[config.mk]
export PLATFORM = sky130hd
export DESIGN_NAME = clkmx_top
export DESIGN_NICKNAME = d
export VERILOG_FILES = /design/src/rtl/clkmx_pkg.sv /design/src/rtl/clkmx_ctrl.sv /design/src/rtl/clkmx_divtap.sv /design/src/rtl/clkmx_dpath.sv /design/src/rtl/clkmx_top.sv
export SDC_FILE = /design/constraint.sdc
export NUM_CORES = 1
export LEC_CHECK = 0
export ABC_AREA = 1
export BUFFER_PORTS_ARGS = -buffer_cell sky130_fd_sc_hd__buf_2
export CORE_UTILIZATION = 59
export DETAILED_ROUTE_END_ITERATION = 6
export PLACE_DENSITY = 0.86
export SLEW_MARGIN = 20
export SYNTH_ARGS = -nofsm -noshare
export SYNTH_HDL_FRONTEND = slang
export SYNTH_SLANG_ARGS = --single-unit
[constraint.sdc]
create_clock -name clk -period 6 [get_ports clk]
set_input_delay 1.2 -clock clk [delete_from_list [all_inputs] [get_ports clk]]
set_output_delay 1.2 -clock clk [all_outputs]
set_load 0.005 [all_outputs]
[src/rtl/clkmx_pkg.sv]
package clkmx_pkg;
  localparam int NUM_PAIRS = 6;
  localparam int NUM_SETS  = 4;
  localparam int CODE_W    = 3;
  localparam int NUM_TAPS  = 1 << CODE_W;
  localparam int NUM_DIVS  = 5;          // /2 /3 /4 /X /2X
  localparam int XW        = 8;
  localparam int RATIO_W   = XW + 1;

  typedef enum logic [CODE_W-1:0] {
    TAP_REF   = 3'd0,
    TAP_DIV1  = 3'd1,
    TAP_DIV2  = 3'd2,
    TAP_DIV3  = 3'd3,
    TAP_DIV4  = 3'd4,
    TAP_DIVX  = 3'd5,
    TAP_DIV2X = 3'd6,
    TAP_LOCK  = 3'd7
  } tapCode_e;

  typedef struct packed {
    logic [NUM_PAIRS-1:0]        pairEn;
    logic                        useRef;
    logic [NUM_PAIRS*CODE_W-1:0] codes;
  } cfgSet_t;

  localparam int SET_W = $bits(cfgSet_t);

  typedef struct packed {
    logic                        restart;
    logic                        useRef;
    logic [RATIO_W-1:0]          xRatio;
    logic [NUM_PAIRS-1:0]        pairEn;
    logic [NUM_PAIRS*CODE_W-1:0] codes;
  } ctrlBus_t;

  function automatic cfgSet_t factorySet(input logic [1:0] idx);
    cfgSet_t s;
    s.codes = {NUM_PAIRS{TAP_DIV2}};
    case (idx)
      2'd0: begin s.pairEn = '0;           s.useRef = 1'b0; end
      2'd1: begin s.pairEn = 6'b000111;    s.useRef = 1'b0; end
      2'd2: begin s.pairEn = '1;           s.useRef = 1'b1; end
      default: begin s.pairEn = '1;        s.useRef = 1'b0; end
    endcase
    return s;
  endfunction
endpackage

[src/rtl/clkmx_ctrl.sv]
module clkmx_ctrl
  import clkmx_pkg::*;
#(
  parameter int X_MIN = 5,
  parameter int X_MAX = 130
) (
  input  logic                       clk,
  input  logic                       rstN,
  input  logic [1:0]                 cfgSel,
  input  logic                       cfgValid,
  input  logic [NUM_SETS*SET_W-1:0]  cfgTable,
  input  logic [XW-1:0]              xValue,
  output ctrlBus_t                   ctrlBus
);
  localparam logic [RATIO_W-1:0] RMIN = RATIO_W'(X_MIN);
  localparam logic [RATIO_W-1:0] RMAX = RATIO_W'(X_MAX);

  cfgSet_t            chosen, active;
  logic [RATIO_W-1:0] xWide, xClamp, xQ;
  logic               restartQ;

  always_comb begin
    if (cfgValid) chosen = cfgTable[cfgSel*SET_W +: SET_W];
    else          chosen = factorySet(cfgSel);
  end

  always_comb begin
    xWide = {1'b0, xValue};
    if (xWide < RMIN)      xClamp = RMIN;
    else if (xWide > RMAX) xClamp = RMAX;
    else                   xClamp = xWide;
  end

  always_ff @(posedge clk) begin
    if (!rstN) begin
      active   <= factorySet(2'd0);
      xQ       <= RMIN;
      restartQ <= 1'b1;
    end else begin
      active   <= chosen;
      xQ       <= xClamp;
      restartQ <= (chosen != active) || (xClamp != xQ);
    end
  end

  always_comb begin
    ctrlBus.restart = restartQ;
    ctrlBus.useRef  = active.useRef;
    ctrlBus.xRatio  = xQ;
    ctrlBus.pairEn  = active.pairEn;
    ctrlBus.codes   = active.codes;
  end
endmodule

[src/rtl/clkmx_divtap.sv]
module clkmx_divtap
  import clkmx_pkg::*;
(
  input  logic               clk,
  input  logic               rstN,
  input  logic               restart,
  input  logic               tick,
  input  logic [RATIO_W-1:0] ratio,
  output logic               tapOut
);
  logic [RATIO_W-1:0] cnt, nxt, half;
  logic               last;

  always_comb begin
    last = (cnt >= ratio - 1'b1);
    nxt  = last ? '0 : cnt + 1'b1;
    half = (ratio + 1'b1) >> 1;
  end

  always_ff @(posedge clk) begin
    if (!rstN || restart) begin
      cnt    <= ratio - 1'b1;
      tapOut <= 1'b0;
    end else if (tick) begin
      cnt    <= nxt;
      tapOut <= (nxt < half);
    end
  end
endmodule

[src/rtl/clkmx_dpath.sv]
module clkmx_dpath
  import clkmx_pkg::*;
(
  input  logic                   clk,
  input  logic                   rstN,
  input  logic                   pllClk,
  input  logic                   refClk,
  input  logic                   lockFlag,
  input  logic [NUM_PAIRS-1:0]   invEven,
  input  ctrlBus_t               ctrlBus,
  output logic [NUM_TAPS-1:0]    tapVec,
  output logic [2*NUM_PAIRS-1:0] clkOut,
  output logic [2*NUM_PAIRS-1:0] clkOe
);
  logic srcLvl, srcQ, srcPrev, srcRise;
  logic refQ, refTap, div1Tap, lockTap;
  logic [RATIO_W-1:0]  ratioArr [NUM_DIVS];
  logic [NUM_DIVS-1:0] divOut;

  assign srcLvl  = ctrlBus.useRef ? refClk : pllClk;
  assign srcRise = srcQ & ~srcPrev;

  always_ff @(posedge clk) begin
    if (!rstN) begin
      srcQ <= 1'b0; srcPrev <= 1'b0; refQ <= 1'b0;
      refTap <= 1'b0; div1Tap <= 1'b0; lockTap <= 1'b0;
    end else begin
      srcQ    <= srcLvl;
      srcPrev <= srcQ;
      refQ    <= refClk;
      refTap  <= refQ;
      div1Tap <= srcQ;
      lockTap <= lockFlag;
    end
  end

  always_comb begin
    for (int g = 0; g < NUM_DIVS; g++) begin
      if (g < 3)       ratioArr[g] = RATIO_W'(g + 2);
      else if (g == 3) ratioArr[g] = ctrlBus.xRatio;
      else             ratioArr[g] = ctrlBus.xRatio << 1;
    end
  end

  for (genvar g = 0; g < NUM_DIVS; g++) begin : gDiv
    clkmx_divtap divI (
      .clk     (clk),
      .rstN    (rstN),
      .restart (ctrlBus.restart),
      .tick    (srcRise),
      .ratio   (ratioArr[g]),
      .tapOut  (divOut[g])
    );
  end

  assign tapVec = {lockTap, divOut, div1Tap, refTap};

  for (genvar p = 0; p < NUM_PAIRS; p++) begin : gPair
    logic [CODE_W-1:0] code;
    logic              tapBit, pairOn;
    assign code   = ctrlBus.codes[p*CODE_W +: CODE_W];
    assign tapBit = tapVec[code];
    assign pairOn = ctrlBus.pairEn[p];
    always_ff @(posedge clk) begin
      if (!rstN) begin
        clkOut[2*p+1 -: 2] <= 2'b00;
        clkOe[2*p+1 -: 2]  <= 2'b00;
      end else begin
        clkOut[2*p+1] <= pairOn & tapBit;
        clkOut[2*p]   <= pairOn & (invEven[p] ? ~tapBit : tapBit);
        clkOe[2*p+1 -: 2] <= {2{pairOn}};
      end
    end
  end
endmodule

[src/rtl/clkmx_top.sv]
module clkmx_top
  import clkmx_pkg::*;
#(
  parameter int X_MIN = 5,
  parameter int X_MAX = 130
) (
  input  logic                       clk,
  input  logic                       rstN,
  input  logic                       pllClk,
  input  logic                       refClk,
  input  logic                       lockFlag,
  input  logic [1:0]                 cfgSel,
  input  logic                       cfgValid,
  input  logic [NUM_SETS*SET_W-1:0]  cfgTable,
  input  logic [NUM_PAIRS-1:0]       invEven,
  input  logic [XW-1:0]              xValue,
  output logic [2*NUM_PAIRS-1:0]     clkOut,
  output logic [2*NUM_PAIRS-1:0]     clkOe
);
  ctrlBus_t            ctrlBus;
  logic [NUM_TAPS-1:0] tapVec;

  clkmx_ctrl #(.X_MIN(X_MIN), .X_MAX(X_MAX)) ctrlI (
    .clk(clk), .rstN(rstN), .cfgSel(cfgSel), .cfgValid(cfgValid),
    .cfgTable(cfgTable), .xValue(xValue), .ctrlBus(ctrlBus)
  );

  clkmx_dpath dpathI (
    .clk(clk), .rstN(rstN), .pllClk(pllClk), .refClk(refClk),
    .lockFlag(lockFlag), .invEven(invEven), .ctrlBus(ctrlBus),
    .tapVec(tapVec), .clkOut(clkOut), .clkOe(clkOe)
  );
endmodule

==> results of run 1 <==
-- layer usage --
| metal | global-route usage [%] | up-vias | wire (µm) |
|---|---|---|---|
| met2 | 48.2 | 260 | 7700 |
| met4 | 9.49 | 0 | 272 |
| met3 | 5.96 | 28 | 1310 |
| met1 | 40.7 | 2921 | 7490 |
| li1 | - | 3287 | - |
| met5 | 0 | - | 0 |
-- layout by cell type (no fill, tap or decap), types with 2 or more instances in the layout --
| master | netlist | layout |
|---|---|---|
| dfxtp_1 | 89 | 89 |
| nor3_1 | 16 | 16 |
| a22oi_1 | 17 | 17 |
| o2111ai_1 | 2 | 2 |
| o22ai_1 | 7 | 7 |
| a21oi_1 | 39 | 39 |
| buf_4 | 9 | 2 |
| inv_1 | 86 | 85 |
| nor4_1 | 2 | 2 |
| xor2_1 | 30 | 30 |
| inv_2 | 7 | 8 |
| nor3b_2 | 3 | 3 |
| clkinv_4 | 0 | 2 |
| edfxtp_1 | 18 | 18 |
| clkbuf_8 | 0 | 9 |
| buf_2 | 11 | 145 |
| nor2_1 | 123 | 123 |
| ha_1 | 30 | 30 |
| o21ai_0 | 63 | 63 |
| xnor2_1 | 3 | 3 |
| nand3_1 | 46 | 46 |
| nand2_2 | 3 | 3 |
| a221oi_2 | 2 | 2 |
| a21oi_2 | 2 | 2 |
| nor2_2 | 5 | 5 |
| nand2_1 | 229 | 229 |
| nand4_1 | 7 | 7 |
| o21ai_1 | 20 | 20 |
| nor2_4 | 4 | 4 |
| a211oi_1 | 3 | 3 |
| or2_2 | 7 | 7 |
| o211ai_1 | 15 | 15 |
-- kinds of logic after synthesis --
logic type | Yosys count | share of synthesized area (%)
adder cells (fa/ha/maj) | 30 | 5.77
XOR/XNOR | 33 | 4.44
flip-flops | 107 | 35.7
AO/OA/AOI/OAI | 176 | 15.9
AND/OR/NAND/NOR | 449 | 29.2
buffers and inverters | 136 | 8.96
-- stage by stage --
stage | hold slack, ns | power (µW) | cell area, µm² | setup slack (ns) | cells
6_report | 0.434 | 1590 | 7390 | 2.56 | 1187
5_1_grt | 0.456 | 1680 | 7390 | 2.17 | 1187
4_1_cts | 0.434 | 1590 | 7390 | 2.59 | 1187
3_5_place_dp | 0.411 | 1150 | 7190 | 2.37 | 1172
3_3_place_gp | 0.394 | 1140 | 7190 | 2.47 | 1172
2_1_floorplan | 0.390 | 1050 | 6510 | 3.04 | 931
-- flip-flops by register name, summed over array words and instances (netlist names) --
register / count
dpathI.gDiv.divI.cnt: 45
ctrlI.ctrlBus: 25
dpathI.clkOut: 12
ctrlI.xQ: 8
dpathI.clkOe: 6
dpathI.gDiv.divI.tapOut: 5
ctrlI.restartQ: 1
dpathI.div1Tap: 1
dpathI.lockTap: 1
dpathI.refQ: 1
dpathI.refTap: 1
dpathI.srcQ: 1
-- power by group --
group          internal (µW)  leakage, µW  switching (µW)  total (µW)
Sequential               759     0.000928            31.0         790
Clock                    196     0.000102             249         445
Combinational            142      0.00248             215         357
Total                   1100      0.00351             496        1590
-- worst max-delay path by stage --
stage	end	slack (ns)	depth (start not counted)
4_1_cts	dpathI.gDiv[3].divI.tapOut$_SDFFE_PP0P_	2.59	22
2_1_floorplan	dpathI.gDiv[3].divI.tapOut$_SDFFE_PP0P_	3.04	22
5_1_grt	dpathI.gDiv[3].divI.tapOut$_SDFFE_PP0P_	2.17	22
3_5_place_dp	dpathI.gDiv[2].divI.cnt[1]$_SDFFE_PP1P_	2.37	8
3_3_place_gp	dpathI.gDiv[3].divI.cnt[2]$_DFFE_PP_	2.47	7
6_report	dpathI.gDiv[3].divI.tapOut$_SDFFE_PP0P_	2.56	22
-- worst max-delay path, cell delays in order, from the launching register on --
cell	delay [ns]
dfxtp_1	0.40
inv_2	0.17
ha_1	0.31
nand4_1	0.22
or2_2	0.34
ha_1	0.28
nand2_1	0.07
inv_1	0.04
nand3_1	0.07
nand2_1	0.05
a21oi_1	0.14
nand2_2	0.10
nand2_4	0.09
o21ai_1	0.08
a21oi_2	0.14
ha_1	0.26
a21oi_1	0.15
nor2_1	0.05
a211oi_1	0.17
nand2_1	0.10
nand2_1	0.06
nand2_1	0.05
nand2_1	0.04
-- cell type report --
cell class,instances,share of cell area [%]
Tap cell,136,2.30
Multi-Input combinational cell,688,48.8
Clock buffer,9,1.68
Timing Repair Buffer,147,10.0
Clock inverter,6,0.983
Sequential cell,107,31.4
Inverter,94,4.81
==> out/metrics.cfg, run 1 <==
[run_status]
status = complete, no violations

[worst_setup_path]
start_kind = flop
worst-r2r-setup-slack_ns = 2.56
worstSetupPathType = flop to flop
r2r_start = ctrlI.xQ[0]$_SDFF_PN1_
crit_fanout = 8
cp_data_arrival_time_ns = 3.76
critical_path.startpoint = ctrlI.xQ[0]$_SDFF_PN1_
rr_endpoint = dpathI.gDiv[3].divI.tapOut$_SDFFE_PP0P_
r2r.worst_path.cells = 22
worstSetupEndpointType = flop
crit_required_ns = 6.32

[timing]
finalClockSkew_ns = 0.0159
hold_viol_final = 0
slew_viol_final = 0
tightest_slew_ns = 0.678
rsz0062_at_grt = false
fin_crit_ns = 3.44
maxSlewHeadroom_pct = 54.3
fin_crit_sh_pct = 57.3
setup_tns_ns = 0
setup_viol = 0
fmax_ghz = 0.291

[drt]
first_pass_iters = 5
drc = 0
vias = 6496
totalWireLength_um = 16800
ant_nets = 0
initialDrtViolationCount = 543
avgRoutedWirePerCell_um = 14.1
routed_via_density = 5.47

[global_route]
antenna_found_initial = 0
grt_pass1_vias = 5858
grt_pass1_wl_um = 27300
grt_max_degree = 32
grt.total_usage_pct = 30.1
grt-ovfl-total = 0

[clock_network]
cts_setup_buffers = 0
clk_pin_slew_ns = 0.10
hold_buffers = 0
clock_path_buffers = 2
numCtsBuffers = 9
cts_tree = built
root_buffer = clkbuf_8
cts_resized = 0
h-tree-depth = 3
cts.sink_count = 107
clkLatencyLatePin_ns = 0.38

[floorplan]
start_util_pct = 61.9
fp.dieArea_mm2 = 0.0115
rows = 37
die_h_um = 107
core_mm2 = 0.0105
io-pin-count = 146
die_x_um = 107

[synthesis]
synth_most_common_cell = nand2_1
synth_edf_count = 18
synthCells = 931
synthArstFlopShare_pct = 0
synth-main-ff-cell = dfxtp_1
avgSynthCellArea_um2 = 6.99
synth_common_cells = nand2_1, nor2_1, dfxtp_1
synth_seq_area_share_pct = 35.7
synth_cell_types = 44
syn_area_mm2 = 0.00651
ys.warnings.count = 0
synthTopCellsByArea = dfxtp_1, nand2_1, edfxtp_1
syn-num-nets = 1083
yosys.area.top_type_share_pct = 27.4
ys_seq_elements = 107
yosysTopAreaCell = dfxtp_1

[power]
powerDensity_mw_per_mm2 = 216
total_leakage_power_uw = 0.00351
ir_drop_mv = 0.141

[run]
cap_violations = 0

[layout]
multi_input_comb_area_mm2 = 0.00360
nFillCells = 898
areaGrowthSynthToFinish_pct = 13.5
nets = 1199
drive_above_1_share_pct = 19.0
final_util_pct = 70.3
num_antenna_cells = 0
register_area_mm2 = 0.00232

[min_path]
worstHoldPathCells = 2
hold_end = dpathI.refTap$_SDFF_PN0_
min-delay-start = dpathI.refQ$_SDFF_PN0_
hold_path.class = flop to flop

[placement]
dp_hpwl_um = 12800
numPortBuffers = 145
place_congestion = 0.908

(Power assumes the default switching activity.)
==> run 2, diff against run 1 <==
- ABC_AREA: 1 -> 0
- CORE_UTILIZATION: 59 -> 50
- PLACE_DENSITY: 0.86 -> 0.77
- clock period: 6 -> 3 ns (I/O delays scaled with it)
==> run 2 against run 1 <==
The run now ends with setup timing left. Setup slack got worse by 3.0 ns. Flip-flop and latch count did not move. Via count fell by 5.6%. Largest cell class unchanged. Register-to-register slack got worse by 3.0 ns. First-iteration DRC count fell by 22%. Combinational power rose to 2.8 times the previous value. Non-clock buffer count rose by 74. Critical path depth fell by 4. Critical endpoint is now dpathI.gDiv[4].divI.tapOut$_SDFFE_PP0P_. Largest power group unchanged. Total power rose by 140%. Clock power rose to 2.6 times the previous value. Cell count fell by 8.8%.
==> out/metrics.cfg, run 2 <==
[clock_network]
cts_tree = built  ; unchanged
numCtsBuffers = 9  ; unchanged
clock_path_buffers = 2  ; unchanged
clk_pin_slew_ns = 0.08  ; was 0.10 ns
cts.sink_count = 107  ; unchanged
clkLatencyLatePin_ns = 0.36  ; was 0.38 ns
root_buffer = clkbuf_16  ; was clkbuf_8
h-tree-depth = 3  ; unchanged

[synthesis]
synth-adder-area-share_pct = 5.90  ; was 5.77%
synth.area.mux_share_pct = 13.2  ; was 0%
synth_most_common_cell = dfxtp_1  ; was nand2_1
synth-simple-area-share_pct = 20.2  ; was 29.2%
synth_top_family_by_area = simple AND/OR/NAND/NOR gates  ; unchanged
synthArstFlopShare_pct = 0  ; unchanged
synth-main-ff-cell = dfxtp_1  ; unchanged
syn_area_mm2 = 0.00672  ; was 0.00651 mm²
yosys.area_share.xor_xnor_pct = 7.52  ; was 4.44%
synthCells = 707  ; was 931
avgSynthCellArea_um2 = 9.51  ; was 6.99 µm²
yosysTopAreaCell = dfxtp_1  ; unchanged
ys.warnings.count = 0  ; unchanged
yosys.area.top_type_share_pct = 26.5  ; was 27.4%
synth_common_cells = dfxtp_1, nor2_1, nand2_1  ; was nand2_1, nor2_1, dfxtp_1
synthTopCellsByArea = dfxtp_1, edfxtp_1, ha_1  ; was dfxtp_1, nand2_1, edfxtp_1
synth_compound_gate_area_share_pct = 13.6  ; was 15.9%
syn-num-nets = 859  ; was 1083
ys_seq_elements = 107  ; unchanged
synth_seq_area_share_pct = 34.5  ; was 35.7%
synth_cell_types = 74  ; was 44
synth_edf_count = 18  ; unchanged

[timing]
slew_viol_final = 0  ; unchanged
hold_viol_final = 0  ; unchanged
fin_crit_sh_pct = 115  ; was 57.3%
setup_slack_ns = -0.465  ; was 2.56 ns
fin_crit_ns = 3.46  ; was 3.44 ns
rsz0062_at_grt = true  ; was false
fmax_ghz = 0.289  ; was 0.291 GHz
finalClockSkew_ns = 0.0122  ; was 0.0159 ns
maxSlewHeadroom_pct = 59.5  ; was 54.3%
setup_viol = 2  ; was 0
setup_tns_ns = -0.857  ; was 0 ns
tightest_slew_ns = 0.602  ; was 0.678 ns

[power]
intPower_uw = 2610  ; was 1100 µW
power_switching_uw = 1130  ; was 496 µW
p_comb_share_pct = 26.5  ; was 22.5%
powerDensity_mw_per_mm2 = 442  ; was 216 mW/mm²
swShare_pct = 30.2  ; was 31.1%
total_leakage_power_uw = 0.00370  ; was 0.00351 µW
clockPowerShare_pct = 31.1  ; was 28.0%
total_power_uw = 3740  ; was 1590 µW
ir_drop_mv = 0.312  ; was 0.141 mV
seqPwrFrac_pct = 42.4  ; was 49.6%

[global_route]
grt.total_usage_pct = 25.2  ; was 30.1%
grt_max_degree = 34  ; was 32
antenna_found_initial = 0  ; unchanged
grt_pass1_vias = 5803  ; was 5858
grt_pass1_wl_um = 27600  ; was 27300 µm
grt-ovfl-total = 0  ; unchanged

[layout]
register_area_mm2 = 0.00232  ; about the same
top_register = dpathI.gDiv.divI.cnt  ; unchanged
multi_input_comb_area_mm2 = 0.00421  ; was 0.00360 mm²
num_antenna_cells = 0  ; unchanged
final_cell_mix = buf_2, dfxtp_1, buf_4  ; was nand2_1, buf_2, nor2_1
instances_no_fill = 1082  ; was 1187
nets = 1053  ; was 1199
largest_reg_flops = 45  ; unchanged
layout_commonest_cell = buf_2  ; was nand2_1
nFillCells = 1088  ; was 898
finalInstanceArea_mm2 = 0.00847  ; was 0.00739 mm²
areaGrowthSynthToFinish_pct = 25.9  ; was 13.5%
drive_above_1_share_pct = 33.3  ; was 19.0%

[run]
cap_violations = 0  ; unchanged

[run_status]
status = finished, violations left  ; was complete, no violations
failed_checks = setup timing

[drt]
totalWireLength_um = 17400  ; was 16800 µm
ant_nets = 0  ; unchanged
routed_via_density = 5.67  ; was 5.47
avgRoutedWirePerCell_um = 16.1  ; was 14.1 µm
initialDrtViolationCount = 424  ; was 543
drc = 0  ; unchanged
first_pass_iters = 5  ; unchanged
vias = 6133  ; was 6496

[min_path]
hold_path.class = primary input to flop  ; was flop to flop

[floorplan]
fp.dieArea_mm2 = 0.0139  ; was 0.0115 mm²
die_h_um = 118  ; was 107 µm
io-pin-count = 146  ; unchanged
die_x_um = 118  ; was 107 µm
core_mm2 = 0.0132  ; was 0.0105 mm²
rows = 42  ; was 37
start_util_pct = 51.0  ; was 61.9%

[placement]
dp_cells = 1059  ; was 1172
numPortBuffers = 145  ; unchanged
place_ws_ns = -0.509  ; was 2.37 ns
dp_hpwl_um = 13600  ; was 12800 µm
place_congestion = 0.903  ; was 0.908
placed_area_mm2 = 0.00802  ; was 0.00719 mm²

[worst_setup_path]
start_kind = flop  ; unchanged
path_cells = inv_2 -> ha_4 -> xnor2_2 -> ha_1 -> a21oi_2 -> o21ai_2 -> o221ai_1 -> o211ai_1 -> a2bb2oi_2 -> maj3_2 -> buf_4 -> buf_4 -> nor2_1 -> ha_1 -> a211oi_2 -> o21ai_1 -> o21a_1 -> a211oi_2  ; was inv_2 -> ha_1 -> nand4_1 -> or2_2 -> ha_1 -> nand2_1 -> inv_1 -> nand3_1 -> nand2_1 -> a21oi_1 -> nand2_2 -> nand2_4 -> o21ai_1 -> a21oi_2 -> ha_1 -> a21oi_1 -> nor2_1 -> a211oi_1 -> nand2_1 -> nand2_1 -> nand2_1 -> nand2_1
worstSetupEndpointType = flop  ; unchanged
worstSetupPathType = flop to flop  ; unchanged
slowest_stage = maj3_2  ; was dfxtp_1
crit_fanout = 7  ; was 8
crit_required_ns = 3.29  ; was 6.32 ns
cp_data_arrival_time_ns = 3.75  ; was 3.76 ns
cpPeakStageDelay_ns = 0.39  ; was 0.40 ns

## run 2: power by group through the flow
stage | sequential [µW] | clock [µW] | combinational [µW]
floorplan | 1610 | 0 | 576
global placement | 1620 | 0 | 877
detailed placement | 1620 | 0 | 895
CTS | 1590 | 1180 | 926
global route | 1600 | 1230 | 1080
finish | 1590 | 1160 | 993
## run 2: path summary, 6_finish.rpt
check,from,slack (ns),end,depth (start not counted)
max,ctrlI.xQ[1]$_SDFF_PN0_,-0.46,dpathI.gDiv[4].divI.tapOut$_SDFFE_PP0P_,18
min,lockFlag,0.44,dpathI.lockTap$_SDFF_PN0_,2
max reg2reg,ctrlI.xQ[1]$_SDFF_PN0_,-0.46,dpathI.gDiv[4].divI.tapOut$_SDFFE_PP0P_,18
min reg2reg,dpathI.refQ$_SDFF_PN0_,0.46,dpathI.refTap$_SDFF_PN0_,1
## run 2: what timing repair did
item | in CTS | in global routing
endpoints found under the setup margin | 2 | 2
setup buffers | 5 | 2
gates resized for setup | 9 | 17
hold buffers | 0 | 0
cloned | 0 | 0
pin swaps | 15 | 10
## run 2: cell families after synthesis
group / after synthesis
flops: 107
buf+inv: 68
xor+xnor: 56
compound gates: 132
simple gates: 255
fa+ha+maj: 32
mux: 57
## run 2: final cells by class
cell class | instances | share of cell area, %
Tap cell | 176 | 2.60
Timing Repair Buffer | 221 | 15.4
Inverter | 30 | 1.36
Sequential cell | 107 | 27.5
Clock buffer | 9 | 2.66
Clock inverter | 7 | 0.739
Multi-Input combinational cell | 532 | 49.7
## run 2: critical path: cells and delay by family (launching register included)
family          cells  cell delay (ns)
compound gates      9             1.31
fa+ha+maj           4             1.13
buf+inv             3             0.35
flops               1             0.34
xor+xnor            1             0.13
simple gates        1             0.12
## run 2: layer usage
layer / GRT usage (%) / vias up / part of all wire [%]
met5: 0 / - / 0
li1: - / 3005 / -
met4: 11.5 / 0 / 3.3
met2: 43.2 / 203 / 49
met1: 30.8 / 2883 / 43
met3: 4.26 / 42 / 4.7
## run 2: per-stage QoR
step	util, %	hold slack (ns)
final	64.2	0.443
after global routing	64.2	0.449
after CTS	63.6	0.437
after detailed placement	60.8	0.427
after global placement	60.8	0.425
after floorplan	-	0.412
==> run 3, diff against run 2 <==
- CELL_PAD_IN_SITES_DETAIL_PLACEMENT: unset -> 0
- CELL_PAD_IN_SITES_GLOBAL_PLACEMENT: unset -> 1
- CORE_UTILIZATION: 50 -> 38
- PLACE_DENSITY: 0.77 -> unset
- PLACE_DENSITY_LB_ADDON: unset -> 0.1
==> run 3 against run 2 <==
The flow still finishes with violations (setup timing). Clock power barely moved. Worst hold slack improved by 0.012 ns. Fmax shrank 1.0%. Setup slack got worse by 0.036 ns. Final area about the same. Critical path type unchanged. Highest routed layer unchanged.
==> out/metrics.cfg, run 3 (synthesis results as in run 2) <==
[drt]
drc = 0  ; unchanged
vias = 5996  ; was 6133
first_pass_iters = 5  ; unchanged
ant_nets = 0  ; unchanged
avgRoutedWirePerCell_um = 16.4  ; was 16.1 µm
routed_via_density = 5.35  ; was 5.67
totalWireLength_um = 18400  ; was 17400 µm
initialDrtViolationCount = 251  ; was 424

[power]
ir_drop_mv = 0.260  ; was 0.312 mV
total_leakage_power_uw = 0.00366  ; was 0.00370 µW
powerDensity_mw_per_mm2 = 441  ; was 442 mW/mm²

[worst_setup_path]
cp_data_arrival_time_ns = 3.75  ; about the same
path_cells = inv_4 -> ha_4 -> xnor2_2 -> ha_1 -> nand2_1 -> o21ai_2 -> o211ai_1 -> o211ai_1 -> a2bb2oi_2 -> maj3_2 -> nor2_2 -> ha_1 -> nand3_2 -> or3b_4 -> o31ai_4 -> o21ai_2 -> a21oi_2 -> a211oi_1  ; was inv_2 -> ha_4 -> xnor2_2 -> ha_1 -> a21oi_2 -> o21ai_2 -> o221ai_1 -> o211ai_1 -> a2bb2oi_2 -> maj3_2 -> buf_4 -> buf_4 -> nor2_1 -> ha_1 -> a211oi_2 -> o21ai_1 -> o21a_1 -> a211oi_2
r2r_start = ctrlI.xQ[0]$_SDFF_PN1_  ; was ctrlI.xQ[1]$_SDFF_PN0_
critPathBufInv = 1  ; was 3
slowest_stage = or3b_4  ; was maj3_2
worst-r2r-setup-slack_ns = -0.50  ; was -0.46 ns
crit_fanout = 6  ; was 7
crit_required_ns = 3.25  ; was 3.29 ns
start_kind = flop  ; unchanged
worstSetupEndpointType = flop  ; unchanged
worstSetupPathType = flop to flop  ; unchanged
crit_cells = 18  ; unchanged
rr_endpoint = dpathI.gDiv[4].divI.tapOut$_SDFFE_PP0P_  ; unchanged
r2r.worst_path.cells = 18  ; unchanged
cpLargestDelayFamily = compound AO/OA/AOI/OAI gates  ; unchanged
cpPeakStageDelay_ns = 0.40  ; was 0.39 ns

[floorplan]
core_mm2 = 0.0173  ; was 0.0132 mm²
die_x_um = 135  ; was 118 µm
fp.dieArea_mm2 = 0.0182  ; was 0.0139 mm²
start_util_pct = 38.9  ; was 51.0%
io-pin-count = 146  ; unchanged
rows = 48  ; was 42
die_h_um = 135  ; was 118 µm

[placement]
dp_cells = 1098  ; was 1059
numPortBuffers = 145  ; unchanged
dp_hpwl_um = 14600  ; was 13600 µm
place_congestion = 0.876  ; was 0.903

[timing]
setup_viol = 2  ; unchanged
rsz0062_at_grt = true  ; unchanged
fin_crit_ns = 3.50  ; was 3.46 ns
hold_viol_final = 0  ; unchanged
fin_crit_sh_pct = 117  ; was 115%
setup_tns_ns = -0.723  ; was -0.857 ns
setup_slack_ns = -0.501  ; was -0.465 ns
slew_viol_final = 0  ; unchanged
timing.hold.ws_ns = 0.455  ; was 0.443 ns
tightest_slew_ns = 0.884  ; was 0.602 ns
maxSlewHeadroom_pct = 41.0  ; was 59.5%
finalClockSkew_ns = 0.0112  ; was 0.0122 ns
fmax_ghz = 0.286  ; was 0.289 GHz

[clock_network]
clkLatencyLatePin_ns = 0.36  ; about the same
cts_tree = built  ; unchanged
root_buffer = clkbuf_16  ; unchanged
h-tree-depth = 3  ; unchanged
cts.sink_count = 107  ; unchanged
hold_buffers = 0  ; unchanged
clock_path_buffers = 2  ; unchanged
clk_pin_slew_ns = 0.08  ; about the same
numCtsBuffers = 9  ; unchanged

[layout]
final_cell_mix = buf_2, dfxtp_1, buf_4  ; unchanged
largest_reg_flops = 45  ; unchanged
top_register = dpathI.gDiv.divI.cnt  ; unchanged
areaGrowthSynthToFinish_pct = 25.8  ; was 25.9%
nets = 1042  ; was 1053
instances_no_fill = 1120  ; was 1082
drive_above_1_share_pct = 32.6  ; was 33.3%
num_antenna_cells = 0  ; unchanged
layout_commonest_cell = buf_2  ; unchanged

[min_path]
hold_end = dpathI.lockTap$_SDFF_PN0_  ; unchanged
min-delay-start = lockFlag  ; unchanged
worstHoldPathCells = 2  ; unchanged
hold_path.class = primary input to flop  ; unchanged

[global_route]
grt-ovfl-total = 0  ; unchanged
grt.total_usage_pct = 20.6  ; was 25.2%
grt_max_degree = 34  ; unchanged
grt_pass1_wl_um = 29200  ; was 27600 µm
grt_pass1_vias = 5848  ; was 5803
antenna_found_initial = 0  ; unchanged

[run_status]
failed_checks = setup timing  ; unchanged
status = finished, violations left  ; unchanged

[run]
cap_violations = 0  ; unchanged

-- run 3: how the worst max path moves through the flow --
stage | end | slack, ns | from
5_1_grt | dpathI.gDiv[4].divI.tapOut$_SDFFE_PP0P_ | -0.68 | ctrlI.xQ[0]$_SDFF_PN1_
3_5_place_dp | dpathI.gDiv[4].divI.tapOut$_SDFFE_PP0P_ | -0.53 | ctrlI.xQ[0]$_SDFF_PN1_
4_1_cts | dpathI.gDiv[4].divI.tapOut$_SDFFE_PP0P_ | -0.49 | ctrlI.xQ[0]$_SDFF_PN1_
3_3_place_gp | dpathI.gDiv[4].divI.tapOut$_SDFFE_PP0P_ | -0.37 | ctrlI.xQ[0]$_SDFF_PN1_
6_report | dpathI.gDiv[4].divI.tapOut$_SDFFE_PP0P_ | -0.50 | ctrlI.xQ[0]$_SDFF_PN1_
2_1_floorplan | dpathI.gDiv[4].divI.tapOut$_SDFFE_PP0P_ | -0.56 | ctrlI.xQ[0]$_SDFF_PN1_
-- run 3: layout make-up --
cell class	count	area, µm²
fill	1648	8830
tap	225	282
inverter	30	115
clock buffer	9	225
sequential	107	2320
timing repair buffer	210	1240
multi-input combinational	532	4210
clock inverter	7	65.1
-- run 3: power breakdown --
| part | switching (µW) | leakage, µW | internal (µW) | total, µW |
|---|---|---|---|---|
| Combinational | 479 | 0.00259 | 491 | 970 |
| Clock | 591 | 0.000146 | 585 | 1180 |
| Sequential | 69.4 | 0.000929 | 1520 | 1590 |
| Total | 1140 | 0.00366 | 2600 | 3740 |
-- run 3: per-stage QoR --
stage	total power (µW)	area [µm²]	util, %	worst slack, ns
after global placement	2490	8030	46.4	-0.371
after detailed placement	2510	8030	46.4	-0.529
after global routing	3920	8460	48.9	-0.683
after CTS	3740	8410	48.6	-0.490
after floorplan	2180	6790	-	-0.558
final	3740	8460	48.9	-0.501
-- run 3: timing repair --
action                                  CTS  global route
endpoints found under the setup margin    2             2
pin swaps                                26            12
gates resized for setup                  13             9
setup buffers                             5             1
-- run 3: metal layers --
metal	routed length (µm)	GRT usage (%)
met3	829	2.78
met5	0	0
met2	9270	36.7
met1	7970	24.9
met4	349	8.05
-- run 3: worst register-to-register path: stages (launching register included) --
cell,delay [ns]
dfxtp_2,0.35
inv_4,0.04
ha_4,0.15
xnor2_2,0.13
ha_1,0.32
nand2_1,0.08
o21ai_2,0.20
o211ai_1,0.11
o211ai_1,0.14
a2bb2oi_2,0.19
maj3_2,0.29
nor2_2,0.05
ha_1,0.34
nand3_2,0.08
or3b_4,0.40
o31ai_4,0.26
o21ai_2,0.08
a21oi_2,0.12
a211oi_1,0.06
